===== src/rtl/tbsel_pkg.sv =====
package tbsel_pkg;

  typedef enum logic [2:0] {
    SRC_DIV_SLOW = 3'b000,
    SRC_DIV_FAST = 3'b001,
    SRC_T0_OVF   = 3'b010,
    SRC_EXT_CNT  = 3'b011,
    SRC_SYSCLK   = 3'b100,
    SRC_EXT_DIV  = 3'b101,
    SRC_RSVD_A   = 3'b110,
    SRC_RSVD_B   = 3'b111
  } src_e;

  typedef struct packed {
    logic idle_hold;
    src_e src;
    logic irq_en;
  } mode_t;

  function automatic mode_t mode_from_bus(input logic [7:0] d);
    mode_t m;
    m.idle_hold = d[7];
    m.src       = src_e'(d[3:1]);
    m.irq_en    = d[0];
    return m;
  endfunction

  function automatic logic [7:0] mode_to_bus(input mode_t m);
    return {m.idle_hold, 3'b000, m.src, m.irq_en};
  endfunction

  function automatic logic src_is_reserved(input src_e s);
    return (s == SRC_RSVD_A) || (s == SRC_RSVD_B);
  endfunction

endpackage


===== src/rtl/tbsel_modcnt.sv =====
module tbsel_modcnt #(
  parameter int DIV = 12
) (
  input  logic clk,
  input  logic rst,
  input  logic en,
  output logic tick
);
  localparam int W = (DIV > 2) ? $clog2(DIV) : 1;
  localparam logic [W-1:0] LAST = W'(DIV - 1);

  logic [W-1:0] cnt_q;

  assign tick = en && (cnt_q == LAST);

  always_ff @(posedge clk) begin
    if (rst)       cnt_q <= '0;
    else if (en)   cnt_q <= tick ? '0 : cnt_q + W'(1);
  end

  generate
    if (DIV > 1) begin : g_spacing
      AST_TICK_SPACING: assert property (@(posedge clk) disable iff (rst)
        tick |=> !tick);
    end
  endgenerate

endmodule


===== src/rtl/tbsel_sync_edge.sv =====
module tbsel_sync_edge #(
  parameter int STAGES  = 2,
  parameter bit FALLING = 1'b1
) (
  input  logic clk,
  input  logic rst,
  input  logic pin_i,
  output logic edge_o
);
  logic [STAGES-1:0] sync_q;
  logic              prev_q;
  logic              level;

  assign level = sync_q[STAGES-1];

  always_ff @(posedge clk) begin
    if (rst) begin
      sync_q <= '0;
      prev_q <= 1'b0;
    end else begin
      sync_q <= {sync_q[STAGES-2:0], pin_i};
      prev_q <= level;
    end
  end

  generate
    if (FALLING) begin : g_fall
      assign edge_o = prev_q && !level;
    end else begin : g_rise
      assign edge_o = !prev_q && level;
    end
  endgenerate

endmodule


===== src/rtl/tbsel_counter.sv =====
module tbsel_counter
  import tbsel_pkg::*;
#(
  parameter int CNT_W       = 16,
  parameter int SLOW_DIV    = 12,
  parameter int FAST_DIV    = 4,
  parameter int EXT_DIV     = 8,
  parameter int SYNC_STAGES = 2
) (
  input  logic             clk,
  input  logic             rst,
  input  logic             t0_ovf_i,
  input  logic             ext_clk_i,
  input  logic             ext_cnt_i,
  input  logic             cpu_idle_i,
  input  logic             mode_wr_i,
  input  logic             mode_rd_i,
  input  logic [7:0]       mode_wdata_i,
  output logic [7:0]       mode_rdata_o,
  input  logic             ovf_clr_i,
  output logic [CNT_W-1:0] count_o,
  output logic             ovf_flag_o,
  output logic             irq_o
);
  localparam logic [CNT_W-1:0] ALL_ONES = '1;

  mode_t            mode_q;
  logic [CNT_W-1:0] count_q;
  logic             ovf_flag_q;

  // named internal events
  logic tick_slow, tick_fast, tick_extcnt, ext_rise, tick_extdiv;
  logic src_tick, run_ok, inc, wrap_evt;

  always_ff @(posedge clk) begin
    if (rst)            mode_q <= '0;
    else if (mode_wr_i) mode_q <= mode_from_bus(mode_wdata_i);
  end

  assign mode_rdata_o = mode_rd_i ? mode_to_bus(mode_q) : 8'h00;

  tbsel_modcnt #(.DIV(SLOW_DIV)) u_slow (
    .clk(clk), .rst(rst), .en(1'b1), .tick(tick_slow));

  tbsel_modcnt #(.DIV(FAST_DIV)) u_fast (
    .clk(clk), .rst(rst), .en(1'b1), .tick(tick_fast));

  tbsel_sync_edge #(.STAGES(SYNC_STAGES), .FALLING(1'b1)) u_cnt_pin (
    .clk(clk), .rst(rst), .pin_i(ext_cnt_i), .edge_o(tick_extcnt));

  tbsel_sync_edge #(.STAGES(SYNC_STAGES), .FALLING(1'b0)) u_clk_pin (
    .clk(clk), .rst(rst), .pin_i(ext_clk_i), .edge_o(ext_rise));

  tbsel_modcnt #(.DIV(EXT_DIV)) u_ext_div (
    .clk(clk), .rst(rst), .en(ext_rise), .tick(tick_extdiv));

  always_comb begin
    unique case (mode_q.src)
      SRC_DIV_SLOW: src_tick = tick_slow;
      SRC_DIV_FAST: src_tick = tick_fast;
      SRC_T0_OVF:   src_tick = t0_ovf_i;
      SRC_EXT_CNT:  src_tick = tick_extcnt;
      SRC_SYSCLK:   src_tick = 1'b1;
      SRC_EXT_DIV:  src_tick = tick_extdiv;
      default:      src_tick = 1'b0;
    endcase
  end

  assign run_ok   = !(mode_q.idle_hold && cpu_idle_i);
  assign inc      = src_tick && run_ok;
  assign wrap_evt = inc && (count_q == ALL_ONES);

  always_ff @(posedge clk) begin
    if (rst)      count_q <= '0;
    else if (inc) count_q <= count_q + CNT_W'(1);
  end

  always_ff @(posedge clk) begin
    if (rst)            ovf_flag_q <= 1'b0;
    else if (wrap_evt)  ovf_flag_q <= 1'b1;
    else if (ovf_clr_i) ovf_flag_q <= 1'b0;
  end

  assign count_o    = count_q;
  assign ovf_flag_o = ovf_flag_q;
  assign irq_o      = ovf_flag_q && mode_q.irq_en;

  AST_STEP_BY_ONE: assert property (@(posedge clk) disable iff (rst)
    inc |=> count_q == $past(count_q) + CNT_W'(1));
  AST_RESERVED_HOLD: assert property (@(posedge clk) disable iff (rst)
    src_is_reserved(mode_q.src) |=> $stable(count_q));
  AST_IDLE_FREEZE: assert property (@(posedge clk) disable iff (rst)
    (mode_q.idle_hold && cpu_idle_i) |=> $stable(count_q));
  AST_WRAP_SETS_FLAG: assert property (@(posedge clk) disable iff (rst)
    wrap_evt |=> (ovf_flag_q && count_q == '0));
  AST_FLAG_STICKY: assert property (@(posedge clk) disable iff (rst)
    (ovf_flag_q && !ovf_clr_i) |=> ovf_flag_q);
  AST_FLAG_ONLY_ON_WRAP: assert property (@(posedge clk) disable iff (rst)
    $rose(ovf_flag_q) |-> $past(wrap_evt));
  AST_IRQ_NEEDS_FLAG: assert property (@(posedge clk) disable iff (rst)
    irq_o |-> ovf_flag_q);
  AST_READ_UNUSED_ZERO: assert property (@(posedge clk) disable iff (rst)
    mode_wr_i |=> (mode_rd_i ? mode_rdata_o[6:4] == 3'b000 : 1'b1));

endmodule


===== config.mk =====
export PLATFORM = sky130hd
export DESIGN_NAME = tbsel_counter
export DESIGN_NICKNAME = d
export VERILOG_FILES = /design/src/rtl/tbsel_pkg.sv /design/src/rtl/tbsel_modcnt.sv /design/src/rtl/tbsel_sync_edge.sv /design/src/rtl/tbsel_counter.sv
export SDC_FILE = /design/constraint.sdc
export NUM_CORES = 1
export LEC_CHECK = 0
export ABC_AREA = 1
export BUFFER_PORTS_ARGS = -buffer_cell sky130_fd_sc_hd__buf_4
export CAP_MARGIN = 20
export CORE_MARGIN = 1
export CORE_UTILIZATION = 44
export CTS_CLUSTER_SIZE = 20
export DETAILED_ROUTE_END_ITERATION = 16
export PLACE_DENSITY_LB_ADDON = 0.3
export SETUP_SLACK_MARGIN = 0.15
export SKIP_CTS_REPAIR_TIMING = 1
export SYNTH_ARGS = -nofsm -noshare
export SYNTH_HDL_FRONTEND = slang
export SYNTH_SLANG_ARGS = --single-unit

===== constraint.sdc =====
create_clock -name clk -period 1.5 [get_ports clk]
set_input_delay 0.075 -clock clk [delete_from_list [all_inputs] [get_ports clk]]
set_output_delay 0.075 -clock clk [all_outputs]
set_load 0.01 [all_outputs]

==> metrics <==
status=complete, but fails checks; hold path start=ext_cnt_i; Starting Density=46.2%; nets@finish=336; met2 Use GR=35.4%; clock share of power=40.1%; Hold EP=u_cnt_pin.sync_q[0]; GR Overflow Total=0; die span in y=67.0 um; Max Freq=0.700 GHz; Yosys warnings=0; pwr/cell area=915 nW/um^2; CP Cell Sequence=ha_4 > ha_4 > nand3_2 > nand2_2 > nand2_2 > nand2_4 > inv_4 > nor2_4 > nand2_1 > a21oi_1; Worst Path Required=1.73 ns; leakage=1.07 nW; vias in the first global route=1569; share of cells above drive strength 1=29.5%; post-synthesis sequential area ratio=39.8%; reg-to-reg startpoint=u_ext_div.cnt_q[0]; worst reg-to-reg path cell count=10; footprint of the multi-input gates=1100 um^2; switching pwr=0.592 mW; Mapped Area=1860 um^2; RSZ-0062 raised after global routing=true; CTS Buf Count=5; busiest grt layer=met2; Hold Crit Class=in2reg; core outline area=4030 um^2; largest net degree at the start of global routing=28; CTS Sinks=37; Buf+Inv Stages, Crit Path=1; routability cong.=0.812; Core Util, Final=62.3%; Die X=67.0 um; Crit path largest cell delay=0.36 ns; Internal=1.70 mW; FP Rows=23; first-pass GRT wire length=6560 um; wire per inst=11.6 um; Skew-Pair Late Insertion Delay=0.29 ns; initial antenna violation count=0; crit path DAT=1.66 ns; Worst Setup End Kind=flip-flop; CTS tree=yes; Min Clock Period, post-route=1.43 ns; PortBufs=36; dpl ws=0.0366 ns; Final Max Tran Viols=0; # fillers=383; total number of H-tree levels=2; Layout area overhead=34.9%; CTS clk-pin slew, worst paths=0.08 ns; # IOs=43; Comb power frac=13.5%; ys flop type=dfxtp_1; drc violations=0; hold path depth=3; R2R Setup Slk=0.07 ns; Global Route Usage Sum=19.8%; switching share of power=25.8%; min setup slack post-route=0.0713 ns; via count=1783; 1st-iter DRT viols=99; WL final=4230 um; Hold Vio Cnt, Final=2; Critical R2R Capture=count_o[13]; crit path kind=reg2reg; hold_ws=-0.0222 ns; M1 GR Usage=21.0%; Netlist cell types=29; peak supply drop=514 uV; M3 GR Usage=5.31%; Async SR Flop Fraction=0%; failing checks=negative hold slack; Detailed Place HPWL=2910 um; Worst Skew=0.00797 ns; drt pass-1 iters=4; sequential share of power=46.4%; final setup vio count=0; Top delay family on crit path=simple AND/OR/NAND/NOR gates; CP max FO=5; clk buf depth=2; Post-DRT Antenna Nets=0; clock root buffer=clkbuf_8; Storage cell area=752 um^2; FF+latch count, synth=37; critical path depth=10; diodes inserted=0; synthesized area per cell=7.02 um^2; number of synthesized flops with an enable pin=0; Max-cap violations=0; Post-Synthesis Cells=265; die area=4490 um^2; Via density=4.88; critical path launch point type=flip-flop; slowest cell on the critical path=dfxtp_2; Tcrit/Tclk final=95.2%
registers in the layout (all words and copies together) (netlist names):
name / count
count_o: 16
mode_q: 5
u_slow.cnt_q: 4
u_ext_div.cnt_q: 3
u_clk_pin.sync_q: 2
u_cnt_pin.sync_q: 2
u_fast.cnt_q: 2
ovf_flag_o: 1
u_clk_pin.prev_q: 1
u_cnt_pin.prev_q: 1
power by group through the flow:
| stage | registers (mW) | clock network (mW) | logic (mW) |
|---|---|---|---|
| 6_report | 1.06 | 0.922 | 0.310 |
| 5_1_grt | 1.07 | 0.972 | 0.346 |
| 4_1_cts | 1.06 | 0.940 | 0.271 |
| 3_5_place_dp | 1.08 | 0 | 0.268 |
| 3_3_place_gp | 1.08 | 0 | 0.262 |
| 2_1_floorplan | 1.08 | 0 | 0.179 |
cell families after synthesis:
family          share of synthesized area (%)
xor+xnor                                 4.71
compound gates                           9.68
fa+ha+maj                                3.36
flops                                    39.8
simple gates                             33.6
other cells                             0.202
buf+inv                                  8.67
cells in the final DEF, fill, tap and decap left out, drive strengths merged:
cell	instances
nand2	71
buf	46
nor2	39
dfxtp	37
inv	31
a21oi	23
nand3	21
o21ai	10
xor2	6
clkbuf	6
ha	5
xnor2	4
nor3	3
conb	3
nand4	2
nand3b	2
a21boi	1
nor3b	1
a211oi	1
or2	1
clkinvlp	1
bufinv	1
worst max-delay path by stage:
stage / start / end / slack, ns
6_report: u_ext_div.cnt_q[0] / count_o[13] / 0.07
5_1_grt: u_ext_div.cnt_q[0] / count_o[10] / -0.02
4_1_cts: u_ext_div.cnt_q[1] / count_o[14] / 0.01
3_5_place_dp: u_ext_div.cnt_q[1] / count_o[14] / 0.04
3_3_place_gp: u_ext_div.cnt_q[1] / count_o[13] / 0.09
2_1_floorplan: u_ext_div.cnt_q[1] / count_o[2] / 0.15
worst min-delay path, stage by stage:
cell and delay [ns]:
buf_4 0.07, inv_1 0.03, nor2_1 0.06
area by class of cell:
type / count / share of cell area (%)
clock inverter: 2 / 1.50
timing repair buffer: 46 / 14.3
multi-input combinational: 193 / 43.8
tap: 50 / 2.49
clock buffer: 6 / 3.29
inverter: 31 / 4.74
sequential: 37 / 30.0
Yosys cell counts, types with 2 or more instances:
cell       n  area share (%)
nand3b_1   2            0.81
nor3_1     3            0.81
ha_1       5             3.4
nor2_4     2             1.2
nand2_1   68              14
o21ai_0    6             1.6
nor2_2     2            0.67
xor2_1     6             2.8
o21ai_1    4             1.1
nand2_2    2            0.67
nand3_1   20             5.4
nor2_1    33             6.7
clkbuf_1   3            0.61
a21oi_1   23             6.2
dfxtp_1   37              40
buf_4      3             1.2
nand4_1    2            0.67
xnor2_1    4             1.9
inv_1     27             5.4
inv_2      4            0.81
through the flow:
stage | total power, mW | cells | instance area [um^2] | TNS (ns)
global route | 2.39 | 365 | 2510 | -0.106
detailed placement | 1.35 | 353 | 2290 | 0
finish | 2.30 | 365 | 2510 | 0
CTS | 2.27 | 361 | 2410 | 0
global placement | 1.34 | 353 | 2290 | 0
floorplan | 1.26 | 267 | 1950 | 0
per-layer routing:
layer	routed length, um	part of all wire (%)
met5	0	0
met4	63	1.5
met3	178	4.2
met2	2120	50
met1	1870	44
(Power assumes the default switching activity.)
